$ cat config.mk
export PLATFORM = sky130hd
export DESIGN_NAME = bpm_unit
export DESIGN_NICKNAME = d
export VERILOG_FILES = /design/src/rtl/bpm_pkg.sv /design/src/rtl/bpm_regs.sv /design/src/rtl/bpm_ctrl_decode.sv /design/src/rtl/bpm_slot_cmp.sv /design/src/rtl/bpm_unit.sv
export SDC_FILE = /design/constraint.sdc
export NUM_CORES = 1
export LEC_CHECK = 0
export BUFFER_PORTS_ARGS = -buffer_cell sky130_fd_sc_hd__buf_2
export CAP_MARGIN = 10
export CORE_MARGIN = 3
export CORE_UTILIZATION = 67
export DETAILED_ROUTE_END_ITERATION = 10
export PLACE_DENSITY = 0.95
export SYNTH_ARGS = -nofsm -noshare
export SYNTH_HDL_FRONTEND = slang
export SYNTH_HIERARCHICAL = 1
export SYNTH_SLANG_ARGS = --single-unit
$ cat constraint.sdc
create_clock -name clk -period 9.6 [get_ports clk]
set_input_delay 1.44 -clock clk [delete_from_list [all_inputs] [get_ports clk]]
set_output_delay 1.44 -clock clk [all_outputs]
set_load 0.02 [all_outputs]
$ cat src/rtl/bpm_pkg.sv
// Shared definitions for the breakpoint match unit.
// Assumes: length and size codes are 2 bits wide.
package bpm_pkg;

    typedef enum logic [1:0] {
        BK_EXEC   = 2'b00,
        BK_WRITE  = 2'b01,
        BK_IO     = 2'b10,
        BK_ACCESS = 2'b11
    } bp_kind_e;

    // Bytes covered by a slot for a given length code.
    function automatic logic [3:0] slot_span(input logic [1:0] code);
        case (code)
            2'b00:   slot_span = 4'd1;
            2'b01:   slot_span = 4'd2;
            2'b11:   slot_span = 4'd4;
            default: slot_span = 4'd8;
        endcase
    endfunction

    // Bytes covered by a data access for a given size code.
    function automatic logic [3:0] access_span(input logic [1:0] code);
        access_span = 4'd1 << code;
    endfunction

endpackage

$ cat src/rtl/bpm_regs.sv
// Register file of the breakpoint unit: slot addresses, control and status.
// Assumes: N_SLOTS < ADDR_W; a port write to status wins over a capture.
module bpm_regs #(
    parameter int N_SLOTS = 4,
    parameter int ADDR_W  = 32,
    parameter int SEL_W   = 3
) (
    input  logic                           clk,
    input  logic                           rst_n,
    input  logic                           wr_en,
    input  logic [SEL_W-1:0]               wr_sel,
    input  logic [ADDR_W-1:0]              wr_data,
    input  logic                           upd_en,
    input  logic [N_SLOTS-1:0]             hit_vec,
    output logic [N_SLOTS-1:0][ADDR_W-1:0] slot_addr,
    output logic [ADDR_W-1:0]              ctrl_q,
    output logic [ADDR_W-1:0]              status_q
);
    localparam logic [SEL_W-1:0] SEL_STATUS = SEL_W'(N_SLOTS);
    localparam logic [SEL_W-1:0] SEL_CTRL   = SEL_W'(N_SLOTS + 1);

    logic status_wr;
    assign status_wr = wr_en && (wr_sel == SEL_STATUS);

    for (genvar i = 0; i < N_SLOTS; i++) begin : g_addr
        // Load one slot address register.
        always_ff @(posedge clk) begin
            if (!rst_n)
                slot_addr[i] <= '0;
            else if (wr_en && (wr_sel == SEL_W'(i)))
                slot_addr[i] <= wr_data;
        end
    end

    // Load the control register.
    always_ff @(posedge clk) begin
        if (!rst_n)
            ctrl_q <= '0;
        else if (wr_en && (wr_sel == SEL_CTRL))
            ctrl_q <= wr_data;
    end

    // Status: port write first, then hit capture.
    always_ff @(posedge clk) begin
        if (!rst_n)
            status_q <= '0;
        else if (status_wr)
            status_q <= wr_data;
        else if (upd_en)
            status_q <= {status_q[ADDR_W-1:N_SLOTS], hit_vec};
    end

    p_sw_wins_r11: assert property (@(posedge clk) disable iff (!rst_n)
        status_wr |=> status_q == $past(wr_data));

    p_hold_r10: assert property (@(posedge clk) disable iff (!rst_n)
        (!status_wr && !upd_en) |=> $stable(status_q));

    p_upper_keep_r10: assert property (@(posedge clk) disable iff (!rst_n)
        !status_wr |=> status_q[ADDR_W-1:N_SLOTS] == $past(status_q[ADDR_W-1:N_SLOTS]));

endmodule

$ cat src/rtl/bpm_ctrl_decode.sv
// Splits the control register into per-slot enable, kind and length fields.
// Assumes: 16 + 4*N_SLOTS <= ADDR_W so every field exists.
module bpm_ctrl_decode #(
    parameter int N_SLOTS = 4,
    parameter int ADDR_W  = 32
) (
    input  logic [ADDR_W-1:0]        ctrl,
    output logic [N_SLOTS-1:0]       en_vec,
    output logic [N_SLOTS-1:0][1:0]  kind,
    output logic [N_SLOTS-1:0][1:0]  len_code
);
    localparam int KIND_BASE = 16;
    localparam int LEN_BASE  = 18;
    localparam int FIELD_STEP = 4;

    for (genvar i = 0; i < N_SLOTS; i++) begin : g_field
        // Either local or global enable arms the slot.
        assign en_vec[i]   = |ctrl[2*i +: 2];
        assign kind[i]     = ctrl[KIND_BASE + FIELD_STEP*i +: 2];
        assign len_code[i] = ctrl[LEN_BASE  + FIELD_STEP*i +: 2];
    end

endmodule

$ cat src/rtl/bpm_slot_cmp.sv
// Comparator for one breakpoint slot: instruction equality or data overlap.
// Assumes: ranges are compared one bit wider than the address so no wrap.
module bpm_slot_cmp
    import bpm_pkg::*;
#(
    parameter int ADDR_W = 32
) (
    input  logic              clk,
    input  logic              rst_n,
    input  logic [ADDR_W-1:0] slot_addr,
    input  logic [1:0]        kind,
    input  logic [1:0]        len_code,
    input  logic              fetch_valid,
    input  logic [ADDR_W-1:0] fetch_ip,
    input  logic              mem_valid,
    input  logic [ADDR_W-1:0] mem_addr,
    input  logic [1:0]        mem_size,
    input  logic              mem_write,
    output logic              hit
);
    localparam int EXT_W = ADDR_W + 1;

    logic [ADDR_W-1:0] span_mask;
    logic [EXT_W-1:0]  slot_lo, slot_hi, acc_lo, acc_hi;
    logic              overlap;
    bp_kind_e          kind_e;

    // Build the aligned slot window and the access window.
    always_comb begin
        span_mask = ADDR_W'(slot_span(len_code)) - ADDR_W'(1);
        slot_lo   = {1'b0, slot_addr & ~span_mask};
        slot_hi   = slot_lo + EXT_W'(slot_span(len_code));
        acc_lo    = {1'b0, mem_addr};
        acc_hi    = acc_lo + EXT_W'(access_span(mem_size));
        overlap   = (slot_lo < acc_hi) && (acc_lo < slot_hi);
    end

    // Select the match rule by slot kind.
    always_comb begin
        kind_e = bp_kind_e'(kind);
        case (kind_e)
            BK_EXEC:   hit = fetch_valid && (fetch_ip == slot_addr);
            BK_WRITE:  hit = mem_valid && mem_write && overlap;
            BK_ACCESS: hit = mem_valid && overlap;
            default:   hit = 1'b0;
        endcase
    end

    p_io_silent_r6: assert property (@(posedge clk) disable iff (!rst_n)
        (kind == 2'b10) |-> !hit);

    p_read_ignored_r4: assert property (@(posedge clk) disable iff (!rst_n)
        (kind == 2'b01 && !mem_write) |-> !hit);

endmodule

$ cat src/rtl/bpm_unit.sv
// Breakpoint match unit top: registers, field decode and per-slot compare.
// Assumes: inputs are synchronous to clk; dbg_req is combinational.
module bpm_unit #(
    parameter  int N_SLOTS = 4,
    parameter  int ADDR_W  = 32,
    localparam int SEL_W   = $clog2(N_SLOTS + 2)
) (
    input  logic              clk,
    input  logic              rst_n,
    input  logic              wr_en,
    input  logic [SEL_W-1:0]  wr_sel,
    input  logic [ADDR_W-1:0] wr_data,
    input  logic              fetch_valid,
    input  logic [ADDR_W-1:0] fetch_ip,
    input  logic              mem_valid,
    input  logic [ADDR_W-1:0] mem_addr,
    input  logic [1:0]        mem_size,
    input  logic              mem_write,
    input  logic              force_upd,
    output logic              dbg_req,
    output logic [ADDR_W-1:0] status_o,
    output logic [ADDR_W-1:0] ctrl_o
);
    logic [N_SLOTS-1:0][ADDR_W-1:0] slot_addr;
    logic [N_SLOTS-1:0]             en_vec;
    logic [N_SLOTS-1:0][1:0]        kind;
    logic [N_SLOTS-1:0][1:0]        len_code;
    logic [N_SLOTS-1:0]             hit_vec;

    bpm_regs #(.N_SLOTS(N_SLOTS), .ADDR_W(ADDR_W), .SEL_W(SEL_W)) u_regs (
        .clk(clk), .rst_n(rst_n), .wr_en(wr_en), .wr_sel(wr_sel),
        .wr_data(wr_data), .upd_en(dbg_req), .hit_vec(hit_vec),
        .slot_addr(slot_addr), .ctrl_q(ctrl_o), .status_q(status_o)
    );

    bpm_ctrl_decode #(.N_SLOTS(N_SLOTS), .ADDR_W(ADDR_W)) u_dec (
        .ctrl(ctrl_o), .en_vec(en_vec), .kind(kind), .len_code(len_code)
    );

    for (genvar i = 0; i < N_SLOTS; i++) begin : g_slot
        bpm_slot_cmp #(.ADDR_W(ADDR_W)) u_cmp (
            .clk(clk), .rst_n(rst_n), .slot_addr(slot_addr[i]),
            .kind(kind[i]), .len_code(len_code[i]),
            .fetch_valid(fetch_valid), .fetch_ip(fetch_ip),
            .mem_valid(mem_valid), .mem_addr(mem_addr), .mem_size(mem_size),
            .mem_write(mem_write), .hit(hit_vec[i])
        );
    end

    // Request on any armed hit or on a forced update.
    assign dbg_req = (|(hit_vec & en_vec)) || force_upd;

    p_capture_r10: assert property (@(posedge clk) disable iff (!rst_n)
        (dbg_req && !(wr_en && wr_sel == SEL_W'(N_SLOTS)))
            |=> status_o[N_SLOTS-1:0] == $past(hit_vec));

    p_force_req_r9: assert property (@(posedge clk) disable iff (!rst_n)
        force_upd |-> dbg_req);

    p_quiet_r9: assert property (@(posedge clk) disable iff (!rst_n)
        (!fetch_valid && !mem_valid && !force_upd) |-> !dbg_req);

endmodule

==> Word level (Yosys, flattened, before mapping) <==
Cells that the tools add are included.
{ "word_totals": {"regBits": 192} }
{ "classes": {"muxes": 10, "bitwise": 9, "addsub": 9, "shifts": 1, "eq_ne": 25, "reduce_logical": 39, "n_lt_le_gt_ge": 8} }
{ "ops": {"columns": ["cell", "count"], "rows": [
  ["< comparator 32 x 33 -> 1 bit", 8],
  ["adder 32 x 4 -> 33 bit", 5],
  ["bitwise AND 32 bit", 4],
  ["== test 32 bit", 4],
  ["inverter 32 bit", 4],
  ["case mux 4 bit (3 select lines)", 4],
  ["2-to-1 mux 32 bit", 1],
  ["logical AND 1 bit", 23],
  ["subtractor 4 x 1 -> 5 bit, second input constant", 4],
  ["== test 2 x 1 -> 1 bit, second input constant", 8],
  ["== test 2 bit, second input constant", 8],
  ["logical NOT 2 bit", 8],
  ["case mux 1 bit (3 select lines)", 4],
  ["OR reduction 2 bit", 4],
  ["== test 3 x 2 -> 1 bit, second input constant", 2],
  ["== test 3 bit, second input constant", 2],
  ["bitwise AND 4 bit", 1],
  ["2-to-1 mux 4 bit", 1],
  ["OR reduction 4 bit", 1],
  ["<< shifter 1 x 2 -> 4 bit, first input constant", 1],
  ["== test 3 x 1 -> 1 bit, second input constant", 1],
  ["logical NOT 3 bit", 1],
  ["nonzero test 2 bit", 1],
  ["logical OR 1 bit", 1]
]} }

==> Logic depth before layout (Yosys ltp) <==
{ "logic_depth": {"word_depth": 15, "mapped_depth": 26} }

==> Modules after synthesis <==
Netlist, hierarchy kept.
{ "by_module_without_submodules": {"columns": ["mod", "n_inst", "cells_per_inst", "area_per_inst_um2"], "rows": [
  ["bpm_slot_cmp (g_slot[0].u_cmp ...)", 3, 433, 3269.4],
  ["bpm_regs", 1, 817, 6989.2],
  ["bpm_slot_cmp (g_slot[1].u_cmp)", 1, 443, 3373.2],
  ["bpm_ctrl_decode", 1, 20, 145.1],
  ["bpm_unit", 1, 3, 18.8]
]} }

==> Least setup slack after synthesis <==
No wires, ideal clock.
{ "synth_timing": {"path_kind": "input to output", "from": "in mem_size[0]", "to": "out dbg_req", "t_arrival_ns": 4.753, "n_path_buf": 0, "required_time_ns": 8.160, "cell_stages": 18, "path_slack_ns": 3.407, "path_cell_list": "nor2_1 ha_1 fa_1 a21o_1 a21oi_1 or2_2 nor3_2 nand3_1 xor2_1 ha_1 a21o_1 a211oi_1 o211ai_1 a2111o_1 a31oi_1 o32a_1 a222oi_1 nand2_1"} }
{ "synth_between": {"elab_chain_cells": 9} }
{ "synth_lines": {"columns": ["element", "line", "source"], "rows": [
  ["start, declared", "bpm_unit.sv:17", "input logic [1:0] mem_size,"],
  ["<< shifter 1 x 2 -> 4 bit *", "bpm_pkg.sv:24", "access_span = 4'd1 << code;"],
  ["adder 32 x 4 -> 33 bit *", "bpm_slot_cmp.sv:34", "acc_hi = acc_lo + EXT_W'(access_span(mem_size));"],
  ["< comparator 32 x 33 -> 1 bit *", "bpm_slot_cmp.sv:35", "overlap = (slot_lo < acc_hi) && (acc_lo < slot_hi);"],
  ["logical AND 1 bit *", "bpm_slot_cmp.sv:35", null],
  ["logical AND 1 bit, on equally long branches", "bpm_slot_cmp.sv:44, bpm_slot_cmp.sv:43", null],
  ["case mux 1 bit (3 select lines) *", "bpm_slot_cmp.sv:41", "case (kind_e)"],
  ["named net hit_vec[1]", "bpm_unit.sv:28", "logic [N_SLOTS-1:0] hit_vec;"],
  ["bitwise AND 4 bit *", "bpm_unit.sv:51", "assign dbg_req = (|(hit_vec & en_vec)) || force_upd;"],
  ["OR reduction 4 bit *", "bpm_unit.sv:51", null],
  ["logical OR 1 bit *", "bpm_unit.sv:51", null],
  ["end, declared", "bpm_unit.sv:20", "output logic dbg_req,"]
]} }
Mark *: on every way through the listed nets, which the timed path passes. The rest lies on a longest branch.

==> Final worst setup path <==
{ "layout_timing": {"from": "reg u_regs.ctrl_q[27]", "to": "out dbg_req"} }
{ "layout_between": {"elab_chain_cells": 13} }
{ "layout_lines": {"columns": ["element", "line", "source"], "rows": [
  ["start, declared", "bpm_regs.sv:16", "output logic [ADDR_W-1:0] ctrl_q,"],
  ["start signal, assigned", "bpm_regs.sv:40", "ctrl_q <= wr_data;"],
  ["== test 2 bit, or another cell as far along", "bpm_pkg.sv:14", "case (code)"],
  ["case mux 4 bit (3 select lines) *", "bpm_pkg.sv:14", null],
  ["subtractor 4 x 1 -> 5 bit", "bpm_slot_cmp.sv:30", "span_mask = ADDR_W'(slot_span(len_code)) - ADDR_W'(1);"],
  ["inverter 32 bit", "bpm_slot_cmp.sv:31", "slot_lo = {1'b0, slot_addr & ~span_mask};"],
  ["bitwise AND 32 bit", "bpm_slot_cmp.sv:31", null],
  ["adder 32 x 4 -> 33 bit", "bpm_slot_cmp.sv:32", "slot_hi = slot_lo + EXT_W'(slot_span(len_code));"],
  ["< comparator 32 x 33 -> 1 bit", "bpm_slot_cmp.sv:35", null],
  ["logical AND 1 bit *", "bpm_slot_cmp.sv:35", null],
  ["logical AND 1 bit, on equally long branches", "bpm_slot_cmp.sv:44, bpm_slot_cmp.sv:43", null],
  ["case mux 1 bit (3 select lines) *", "bpm_slot_cmp.sv:41", null],
  ["named net hit_vec[2]", "bpm_unit.sv:28", null],
  ["bitwise AND 4 bit *", "bpm_unit.sv:51", null],
  ["OR reduction 4 bit *", "bpm_unit.sv:51", null],
  ["logical OR 1 bit *", "bpm_unit.sv:51", null]
]} }
Marked as above.

==> impl_metrics.py <==
metrics = {
    "power": {
        "leakage_nw": 9.07,
        "p_per_area_mw_per_mm2": 94.3,
        "intPower_mw": 1.34,
        "pwr-share-seq": 0.408,
        "peakVddDrop_uv": 138,
        "p_sw_frac": 0.347,
        "finalPower_mw": 2.05,
        "clockPowerShare": 0.355,
        "power.switching_mw": 0.713,
        "pwr-share-comb": 0.237,
    },
    "sta": {
        "setup_viol": 0,
        "fin_crit_sh": 0.831,
        "maxSlewHeadroom": 0.188,
        "skew_ns": 0.00760,
        "min_period_ns": 7.98,
        "tns_ns": 0,
        "hold_viol": 0,
        "tightest_slew_ns": 1.22,
        "rsz0062_at_grt": "no",
        "fmax_ghz": 0.125,
        "slew_violations": 0,
    },
    "floorplanning": {
        "rows": 63,
        "die_h_um": 180,
        "initial_core_util": 0.682,
        "die_x_um": 180,
        "dieArea_mm2": 0.0325,
        "coreArea_mm2": 0.0298,
        "io_pins": 173,
    },
    "setup_path": {
        "crit_chain": "and2b_2 -> and2b_1 -> ha_1 -> o21ai_0 -> o21bai_1 -> nand4_1 -> nor4_1 -> nand2_1 -> xor2_1 -> ha_1 -> a2111oi_0 -> nand2_1 -> nor4bb_1 -> a211o_1 -> a21o_1 -> a222oi_1 -> nand2_1 -> buf_2",
        "crit_top_cell": "nand2_1",
        "critPathKind": "flop to output port",
        "worstRegToRegCells": 20,
        "cp-start-kind": "flop",
        "cp_num_cells": 18,
        "critPathArrivalTime_ns": 6.54,
        "crit_fanout": 11,
        "rrSetupSlack_ns": 3.19,
        "max_stage_delay_ns": 0.85,
        "r2r-start": "u_regs/ctrl_q[27]$_SDFFE_PN0P_",
        "critPathSlowestCell": "nor4_1",
        "crit_path_end_kind": "output port",
        "critPathTopFamily": "simple AND/OR/NAND/NOR gates",
        "path_buf_inv": 1,
        "r2r-end": "u_regs/status_q[2]$_SDFFE_PN0P_",
        "worstPathRequired_ns": 8.16,
        "critPathLaunch": "u_regs/ctrl_q[27]$_SDFFE_PN0P_",
        "endpoint": "dbg_req",
    },
    "finish": {
        "drive_gt1_frac": 0.0900,
        "fillCellCount": 2370,
        "area_delta_synth_final_pct": 7.03,
        "register_area_mm2": 0.00384,
        "nets": 3054,
        "n_antenna_cell": 0,
        "multi_input_area_mm2": 0.0158,
    },
    "cts": {
        "max-clock-path-buffers": 2,
        "cts-root-buf": "clkbuf_16",
        "clock_sinks": 192,
        "htreeDepth": 4,
        "cts_resized": 0,
        "cts_tree": "done",
        "cts-buffers-inserted": 17,
        "postCtsSetupBuffers": 0,
        "cts_hold_buf": 0,
        "clk_pin_slew_ns": 0.08,
        "clock_latency_ns": 0.45,
    },
    "grt": {
        "grt_overflow": 0,
        "grt_pass1_wl_um": 105000,
        "grt_pass1_vias": 19740,
        "grt_antenna_before_repair": 0,
        "grt_max_degree": 119,
        "grt_usage": 0.405,
    },
    "drt": {
        "met2_length_um": 29900,
        "dr.first_iter.drc_count": 2165,
        "dr.pass1.iters": 5,
        "wirelength_met1_um": 26300,
        "top_layer": "met4",
        "vias_per_cell": 6.62,
        "wl_per_cell_um": 22.4,
        "antenna_left": 0,
        "vias": 20318,
        "drc": 0,
        "wl_um": 68800,
        "wl_met3_um": 7250,
    },
    "yosys": {
        "synth_nets": 2970,
        "yosysWarningCount": 6,
        "ys_ff_latch": 192,
        "synth_edf_count": 0,
        "synthArstFlopShare": 0,
        "synth_cells": 2582,
        "synth_area_mm2": 0.0203,
        "synth_cell_type_count": 79,
        "seq_area_frac_synth": 0.189,
        "avgSynthCellArea_um2": 7.88,
        "synth_ff_type": "dfxtp_1",
    },
    "placed_design": {
        "dp_hpwl_um": 54600,
        "portBuffers": 172,
        "gp_congestion": 1.04,
    },
    "hold_path": {
        "hold_class": "flop to flop",
        "hold_depth": 2,
        "worstHoldStart": "u_regs/ctrl_q[9]$_SDFFE_PN0P_",
    },
    "status": {
        "outcome": "completed",
    },
    "job": {
        "drv_cap": 0,
    },
}
[cells in the mapped netlist, types with 7 or more instances]
| cell | count | area, um^2 |
|---|---|---|
| or2_1 | 7 | 43.8 |
| xnor2_1 | 120 | 1050 |
| a21boi_0 | 64 | 480 |
| nand4_1 | 97 | 607 |
| nor4_1 | 32 | 200 |
| o211ai_1 | 8 | 60.1 |
| nor2_1 | 91 | 342 |
| nand3_1 | 143 | 716 |
| and4_1 | 20 | 175 |
| clkbuf_1 | 53 | 199 |
| and2_1 | 138 | 863 |
| buf_4 | 21 | 158 |
| nand2_1 | 408 | 1530 |
| xor2_1 | 253 | 2220 |
| mux2i_1 | 7 | 70.1 |
| nor3_1 | 31 | 155 |
| a21o_1 | 35 | 263 |
| a21boi_1 | 63 | 473 |
| nor2b_1 | 36 | 225 |
| buf_6 | 10 | 113 |
| o2111ai_1 | 9 | 78.8 |
| ha_1 | 276 | 3450 |
| dfxtp_1 | 192 | 3840 |
| nand2b_1 | 7 | 43.8 |
| a211oi_1 | 21 | 158 |
| o21ai_0 | 102 | 510 |
| buf_1 | 8 | 30.0 |
| inv_1 | 33 | 124 |
| a2111oi_0 | 10 | 87.6 |
| a31oi_1 | 11 | 68.8 |
| buf_2 | 25 | 125 |
| and3_1 | 44 | 275 |
| o21a_1 | 11 | 82.6 |
| a21oi_1 | 80 | 400 |
[per-stage QoR]
step	worst slack, ns	cell area [um^2]	util	cells	hold slack, ns
floorplan	3.41	20300	-	2582	0.435
global placement	1.99	21200	0.711	3037	0.443
detailed placement	1.91	21200	0.711	3037	0.458
CTS	1.79	21800	0.730	3069	0.470
global route	1.27	21800	0.730	3069	0.499
finish	1.62	21800	0.730	3069	0.468
[placed cells by master (no fill, tap or decap), types with 17 or more instances in the layout]
cell       instances
a211oi_1          21
a21boi_0          64
a21boi_1          63
a21o_1            35
a21oi_1           80
and2_1           138
and3_1            44
and4_1            20
buf_2            171
clkbuf_16         17
dfxtp_1          192
ha_1             276
inv_1             33
nand2_1          408
nand3_1          143
nand4_1           97
nor2_1            91
nor2b_1           36
nor3_1            31
nor4_1            32
o21ai_0          102
xnor2_1          120
xor2_1           253
[power by group through the flow]
stage | logic, mW | clock network, mW | registers (mW)
6_report | 0.486 | 0.729 | 0.839
5_1_grt | 0.526 | 0.760 | 0.841
3_5_place_dp | 0.468 | 0 | 0.856
2_1_floorplan | 0.279 | 0 | 0.852
4_1_cts | 0.472 | 0.731 | 0.837
3_3_place_gp | 0.447 | 0 | 0.855
[worst min-delay path by stage]
| stage | endpoint | slack (ns) |
|---|---|---|
| 6_report | u_regs/ctrl_q[9]$_SDFFE_PN0P_ | 0.47 |
| 5_1_grt | u_regs/status_q[26]$_SDFFE_PN0P_ | 0.50 |
| 4_1_cts | u_regs/status_q[21]$_SDFFE_PN0P_ | 0.47 |
| 3_5_place_dp | u_regs/status_q[21]$_SDFFE_PN0P_ | 0.46 |
| 3_3_place_gp | u_regs/ctrl_q[9]$_SDFFE_PN0P_ | 0.44 |
| 2_1_floorplan | u_regs/slot_addr[3]$_SDFFE_PN0P_ | 0.44 |
[state kept, by name, indices dropped and copies added, names as in the netlist]
register	cells
u_regs/ctrl_q	32
u_regs/slot_addr	128
u_regs/status_q	32
[final cells by class]
cell class	instances	area share
multi-input cells	2239	0.724
well taps	390	0.0224
repair buffers	183	0.0436
clock inverters	15	0.00770
inverters	33	0.00569
flip-flops and latches	192	0.177
clock buffers	17	0.0195
[logic make-up (layout without fill, tap and decap cells)]
group,after synthesis,count (layout),share of synthesized area
AO/OA/AOI/OAI,459,459,0.152
XOR/XNOR,373,373,0.161
adder cells (fa/ha/maj),283,283,0.175
buffers and inverters,151,248,0.0370
flip-flops,192,192,0.189
multiplexers,11,11,0.00566
AND/OR/NAND/NOR,1113,1113,0.281
[per-layer routing]
| metal | vias to the layer above | global-route usage |
|---|---|---|
| met5 | - | 0 |
| met2 | 1214 | 0.635 |
| met1 | 9498 | 0.515 |
| met4 | 0 | 0.274 |
| met3 | 278 | 0.0593 |
| li1 | 9328 | - |
[worst min-delay path: stages (launching register included)]
cell	delay, ns
dfxtp_1	0.32
nand2_1	0.05
a21boi_1	0.05
(Power assumes the default switching activity.)
